[config.mk]
export PLATFORM = sky130hd
export DESIGN_NAME = tfir_shiftadd
export DESIGN_NICKNAME = d
export VERILOG_FILES = /design/src/rtl/tfir_pkg.sv /design/src/rtl/tfir_csa.sv /design/src/rtl/tfir_terms.sv /design/src/rtl/tfir_stage.sv /design/src/rtl/tfir_shiftadd.sv
export SDC_FILE = /design/constraint.sdc
export NUM_CORES = 1
export LEC_CHECK = 0
export BUFFER_PORTS_ARGS = -buffer_cell sky130_fd_sc_hd__buf_4
export CAP_MARGIN = 5
export CORE_MARGIN = 3
export CORE_UTILIZATION = 61
export DETAILED_ROUTE_END_ITERATION = 12
export PLACE_DENSITY = 0.78
export SLEW_MARGIN = 20
export SYNTH_ARGS = -nofsm -noshare
export SYNTH_HDL_FRONTEND = slang
export SYNTH_SLANG_ARGS = --single-unit
export TNS_END_PERCENT = 20
[constraint.sdc]
create_clock -name clk -period 4.5 [get_ports clk]
set_clock_uncertainty 0.2 [all_clocks]
set_input_delay 0.225 -clock clk [delete_from_list [all_inputs] [get_ports clk]]
set_output_delay 0.225 -clock clk [all_outputs]
set_load 0.01 [all_outputs]
[src/rtl/tfir_pkg.sv]
package tfir_pkg;

  localparam int NTAPS = 9;
  localparam int NUNIQ = (NTAPS + 1) / 2;

  // Left shift applied to the sample for the dominant term of coefficient j
  function automatic int coef_shift(input int j);
    case (j)
      0:       return 3;
      1, 2:    return 4;
      default: return 5;
    endcase
  endfunction

  // Whether coefficient j adds an unshifted copy of the sample
  function automatic bit coef_unit(input int j);
    return (j % 2) == 0;
  endfunction

  function automatic int coef_value(input int j);
    return (1 << coef_shift(j)) + (coef_unit(j) ? 1 : 0);
  endfunction

  // Tap k uses the shared product of its mirrored coefficient
  function automatic int mirror_idx(input int k);
    return (k < NUNIQ) ? k : (NTAPS - 1 - k);
  endfunction

  function automatic int gain_sum();
    int acc;
    acc = 0;
    for (int k = 0; k < NTAPS; k++) acc += coef_value(mirror_idx(k));
    return acc;
  endfunction

endpackage

[src/rtl/tfir_csa.sv]
module tfir_csa #(
  parameter int W = 24
) (
  input  logic [W-1:0] a,
  input  logic [W-1:0] b,
  input  logic [W-1:0] c,
  output logic [W-1:0] s,
  output logic [W-1:0] cy
);

  logic [W-1:0] maj;

  always_comb begin
    s   = a ^ b ^ c;
    maj = (a & b) | (a & c) | (b & c);
    cy  = {maj[W-2:0], 1'b0};
  end

endmodule

[src/rtl/tfir_terms.sv]
module tfir_terms
  import tfir_pkg::*;
#(
  parameter int DATA_W = 16,
  parameter int ACC_W  = 24
) (
  input  logic [DATA_W-1:0]             smp,
  output logic [NUNIQ-1:0][ACC_W-1:0]   term_a,
  output logic [NUNIQ-1:0][ACC_W-1:0]   term_b
);

  localparam int EXT_W = ACC_W - DATA_W;

  logic [ACC_W-1:0] smp_ext;

  assign smp_ext = {{EXT_W{smp[DATA_W-1]}}, smp};

  for (genvar j = 0; j < NUNIQ; j++) begin : g_coef
    localparam int SH = coef_shift(j);
    assign term_a[j] = smp_ext << SH;
    if (coef_unit(j)) begin : g_unit
      assign term_b[j] = smp_ext;
    end else begin : g_pow2
      assign term_b[j] = '0;
    end
  end

endmodule

[src/rtl/tfir_stage.sv]
module tfir_stage #(
  parameter int W = 24
) (
  input  logic [W-1:0] term_a,
  input  logic [W-1:0] term_b,
  input  logic [W-1:0] s_in,
  input  logic [W-1:0] c_in,
  output logic [W-1:0] s_out,
  output logic [W-1:0] c_out
);

  logic [W-1:0] s1, c1;

  tfir_csa #(.W(W)) u_csa_lo (
    .a (term_a),
    .b (term_b),
    .c (s_in),
    .s (s1),
    .cy(c1)
  );

  tfir_csa #(.W(W)) u_csa_hi (
    .a (s1),
    .b (c1),
    .c (c_in),
    .s (s_out),
    .cy(c_out)
  );

endmodule

[src/rtl/tfir_shiftadd.sv]
module tfir_shiftadd
  import tfir_pkg::*;
#(
  parameter int DATA_W = 16,
  parameter int GAIN_W = 8
) (
  input  logic                        clk,
  input  logic                        rst_n,
  input  logic                        in_valid,
  input  logic [DATA_W-1:0]           in_data,
  output logic                        out_valid,
  output logic [DATA_W+GAIN_W-1:0]    out_data
);

  localparam int ACC_W = DATA_W + GAIN_W;
  localparam int NSTG  = NTAPS - 1;

  logic [NUNIQ-1:0][ACC_W-1:0] term_a, term_b;
  logic [NTAPS-1:0][ACC_W-1:0] st_s, st_c;
  logic [NSTG-1:0][ACC_W-1:0]  sum_q, cry_q, sum_d, cry_d;
  logic [ACC_W-1:0]            out_d;
  logic                        ovld_d;

  tfir_terms #(.DATA_W(DATA_W), .ACC_W(ACC_W)) u_terms (
    .smp   (in_data),
    .term_a(term_a),
    .term_b(term_b)
  );

  for (genvar k = 0; k < NTAPS; k++) begin : g_tap
    localparam int J = mirror_idx(k);
    if (k == NTAPS - 1) begin : g_tail
      tfir_stage #(.W(ACC_W)) u_stage (
        .term_a(term_a[J]),
        .term_b(term_b[J]),
        .s_in  ({ACC_W{1'b0}}),
        .c_in  ({ACC_W{1'b0}}),
        .s_out (st_s[k]),
        .c_out (st_c[k])
      );
    end else begin : g_body
      tfir_stage #(.W(ACC_W)) u_stage (
        .term_a(term_a[J]),
        .term_b(term_b[J]),
        .s_in  (sum_q[k]),
        .c_in  (cry_q[k]),
        .s_out (st_s[k]),
        .c_out (st_c[k])
      );
    end
  end

  // Next state: the chain shifts one stage toward the output on each accepted sample
  always_comb begin
    sum_d  = sum_q;
    cry_d  = cry_q;
    out_d  = out_data;
    ovld_d = in_valid;
    if (in_valid) begin
      for (int k = 0; k < NSTG; k++) begin
        sum_d[k] = st_s[k+1];
        cry_d[k] = st_c[k+1];
      end
      out_d = st_s[0] + st_c[0];
    end
  end

  always_ff @(posedge clk or negedge rst_n) begin
    if (!rst_n) begin
      sum_q     <= '0;
      cry_q     <= '0;
      out_data  <= '0;
      out_valid <= 1'b0;
    end else begin
      sum_q     <= sum_d;
      cry_q     <= cry_d;
      out_data  <= out_d;
      out_valid <= ovld_d;
    end
  end

endmodule

==> impl_metrics.env <==
export IMPL_crit_arrival_ps=4000
export IMPL_min_from="in_data[3]"
export IMPL_syn_area_um2=21300
export IMPL_path_class="input pin to flip-flop"
export IMPL_antenna_found_initial=0
export IMPL_finalMaxSlewViolations=0
export IMPL_yosysSeqAreaShare_pct=42.9
export IMPL_routed_via_density=5.43
export IMPL_critical_path_cell_chain="dlygate4sd3_1 > buf_4 > inv_1 > fa_1 > fa_1 > inv_1 > ha_1 > a21o_1 > a31o_1 > o211ai_2 > nand3_2 > a22o_1 > o31ai_1"
export IMPL_min_delay_path_depth=3
export IMPL_maxCapViolCount=0
export IMPL_synth_cells=1884
export IMPL_synth_xor_area_share_pct=1.19
export IMPL_drt_iter0_drc=774
export IMPL_cts_tree="yes"
export IMPL_clockBufferDepth=3
export IMPL_wl_per_cell_um=15.9
export IMPL_synth_edf_count=0
export IMPL_grt_util_all_layers_pct=21.7
export IMPL_min_period_ps=3780
export IMPL_synth_top_family_by_area="adder cells"
export IMPL_insertion_delay_ps=530
export IMPL_setup_violations=0
export IMPL_crit_buf_inv=4
export IMPL_yosys_area_share_simple_pct=5.66
export IMPL_start_util_pct=62.7
export IMPL_first_pass_iters=5
export IMPL_place_area_um2=22000
export IMPL_max_stage_delay_ps=540
export IMPL_status="finished, final reports clean"
export IMPL_dp_cells=2310
export IMPL_rsz0062_at_grt="no"
export IMPL_grt_pass1_wl_um=65400
export IMPL_grt_pass1_vias=13300
export IMPL_die_w_um=193
export IMPL_critPathLaunchType="input pin"
export IMPL_final_common_cell="dfrtp_1"
export IMPL_synth_top_flop_cell="dfrtp_1"
export IMPL_hold_viol_final=0
export IMPL_path_delay_family="adder cells"
export IMPL_synth_seq_cells=365
export IMPL_h_tree_depth=2
export IMPL_drive_gt1_share_pct=12.4
export IMPL_rrSetupSlack_ps=960
export IMPL_max_freq_ghz=0.265
export IMPL_stdcell_count=2381
export IMPL_ys_top_cells_by_area="dfrtp_1 43%, fa_1 18%, ha_1 10%"
export IMPL_synth_fp_nets=2269
export IMPL_setup_tns_ps=0
export IMPL_total_power_mw=16.1
export IMPL_yosys_warnings=0
export IMPL_fp_dieH_um=193
export IMPL_period_share_pct=83.9
export IMPL_drc=0
export IMPL_synth_top_cell_area_share_pct=42.9
export IMPL_yosysTopAreaCell="dfrtp_1"
export IMPL_hold_class="input pin to flip-flop"
export IMPL_rr_endpoint="out_data[19]"
export IMPL_vdd_drop_max_uv=443
export IMPL_synthMuxAreaShare_pct=6.68
export IMPL_synth_compound_area_share_pct=8.18
export IMPL_slowest_stage="dlygate4sd3_1"
export IMPL_fp_row_count=67
export IMPL_power_density_nw_per_um2=688
export IMPL_worstPathRequired_ps=4720
export IMPL_worstSetupEndpointType="flip-flop"
export IMPL_critPathMaxFanout=14
export IMPL_final_cell_area_um2=23400
export IMPL_cts_resized=0
export IMPL_final_cell_mix="365 x dfrtp_1, 316 x inv_1, 195 x fa_1, 192 x nand2_1, 191 x o21ai_0"
export IMPL_cts_buffers=41
export IMPL_grt_overflow=0
export IMPL_r2r_start="sum_q[6]"
export IMPL_syn_area_per_cell_um2=11.3
export IMPL_grt_max_degree=201
export IMPL_core_area_um2=34000
export IMPL_globalplace_congestion=0.871
export IMPL_synth_cell_types=58
export IMPL_diodes=0
export IMPL_dp_hpwl_um=24800
export IMPL_wl_um=37900
export IMPL_r2r_cells=11
export IMPL_port_buffer_count=43
export IMPL_die_area_um2=37200
export IMPL_worst_slew_pin_slew_ps=1020
export IMPL_nNetsFinal=2295
export IMPL_vias=12900
export IMPL_holdPathEnd="sum_q[171]"
export IMPL_async_reset_ff_share_pct=100
export IMPL_slew_headroom_pct=32.1
export IMPL_p_leak_nw=11.1
export IMPL_clk_pin_slew_ps=60
export IMPL_synthAdderAreaFrac_pct=28.4
export IMPL_ios=44
export IMPL_area_delta_synth_final_pct=9.73
export IMPL_cts_sinks=365
export IMPL_clockRootBuffer="clkbuf_16"
export IMPL_drtAntennaViolNets=0
per-stage QoR:
| step | hold slack [ps] | util [%] | setup WS (ps) |
|---|---|---|---|
| finish | 94.3 | 68.8 | 724 |
| detailed placement | 229 | 64.8 | 708 |
| floorplan | -271 | - | 763 |
| CTS | 73.4 | 68.8 | 760 |
| global placement | 222 | 64.8 | 765 |
| global route | 106 | 68.8 | 572 |
Yosys cell counts, drive strengths merged, types with 3 or more instances:
cell type and instances:
xnor2 22, o211ai 5, nor3 7, nand2b 4, mux2 120, xor2 7, dfrtp 365, a31oi 5
o31ai 8, mux2i 7, inv 316, ha 171, fa 195, clkbuf 62, a21o 6, o21a 8
nand4 4, buf 11, o2111ai 3, a21oi 69, o21ai 191, nand3 9, nor2 61, nand2 192
logic make-up after synthesis:
family	Yosys count
compound gates	314
xor+xnor	29
fa+ha+maj	367
buf+inv	390
flops	365
mux	127
simple gates	292
layer usage:
layer,part of all wire (%),GRT usage (%)
met3,3.7,2.71
met4,1.9,5.27
met1,47,32.5
met2,47,34.4
met5,0,0
report_power, final:
part           total [mW]  internal, mW  switching (mW)
registers            5.37          4.62           0.758
clock network        3.23          1.94            1.28
logic                7.46          3.38            4.09
total                16.1          9.93            6.13
timing repair:
item,CTS,global route
buffers inserted,0,0
hold buffers,5,0
hold endpoints to repair,128,0
worst max-delay path by stage:
stage / slack (ps) / startpoint / cells after the start / end
floorplan: 760 / in_data[15] / 14 / out_data[20]
global placement: 770 / in_data[6] / 12 / out_data[21]
detailed placement: 710 / in_data[6] / 12 / out_data[19]
CTS: 760 / in_data[2] / 13 / out_data[19]
global route: 570 / in_data[2] / 13 / out_data[19]
finish: 720 / in_data[2] / 13 / out_data[19]
cell type report:
class                   instances  area, um^2
clock buffers                  57        1190
clock inverters                 9         101
fillers                      2389       10600
inverters                     317        1190
multi-input cells            1129       10700
flip-flops and latches        365        9130
well taps                     448         561
repair buffers                 56         498
worst reg2reg max path, cell delays in order (launching register included):
cell and delay (ps):
dfrtp_1 380, inv_1 70, fa_1 420, fa_1 480, inv_1 50, ha_1 400, a21o_1 250, a31o_1 240
o211ai_2 240, nand3_2 200, a22o_1 290, o31ai_1 220
flip-flops by register name, indices dropped and copies added (netlist names):
register and count:
sum_q 182, cry_q 158, out_data 24, out_valid 1
No activity file was read; power rests on OpenSTA's default activity.
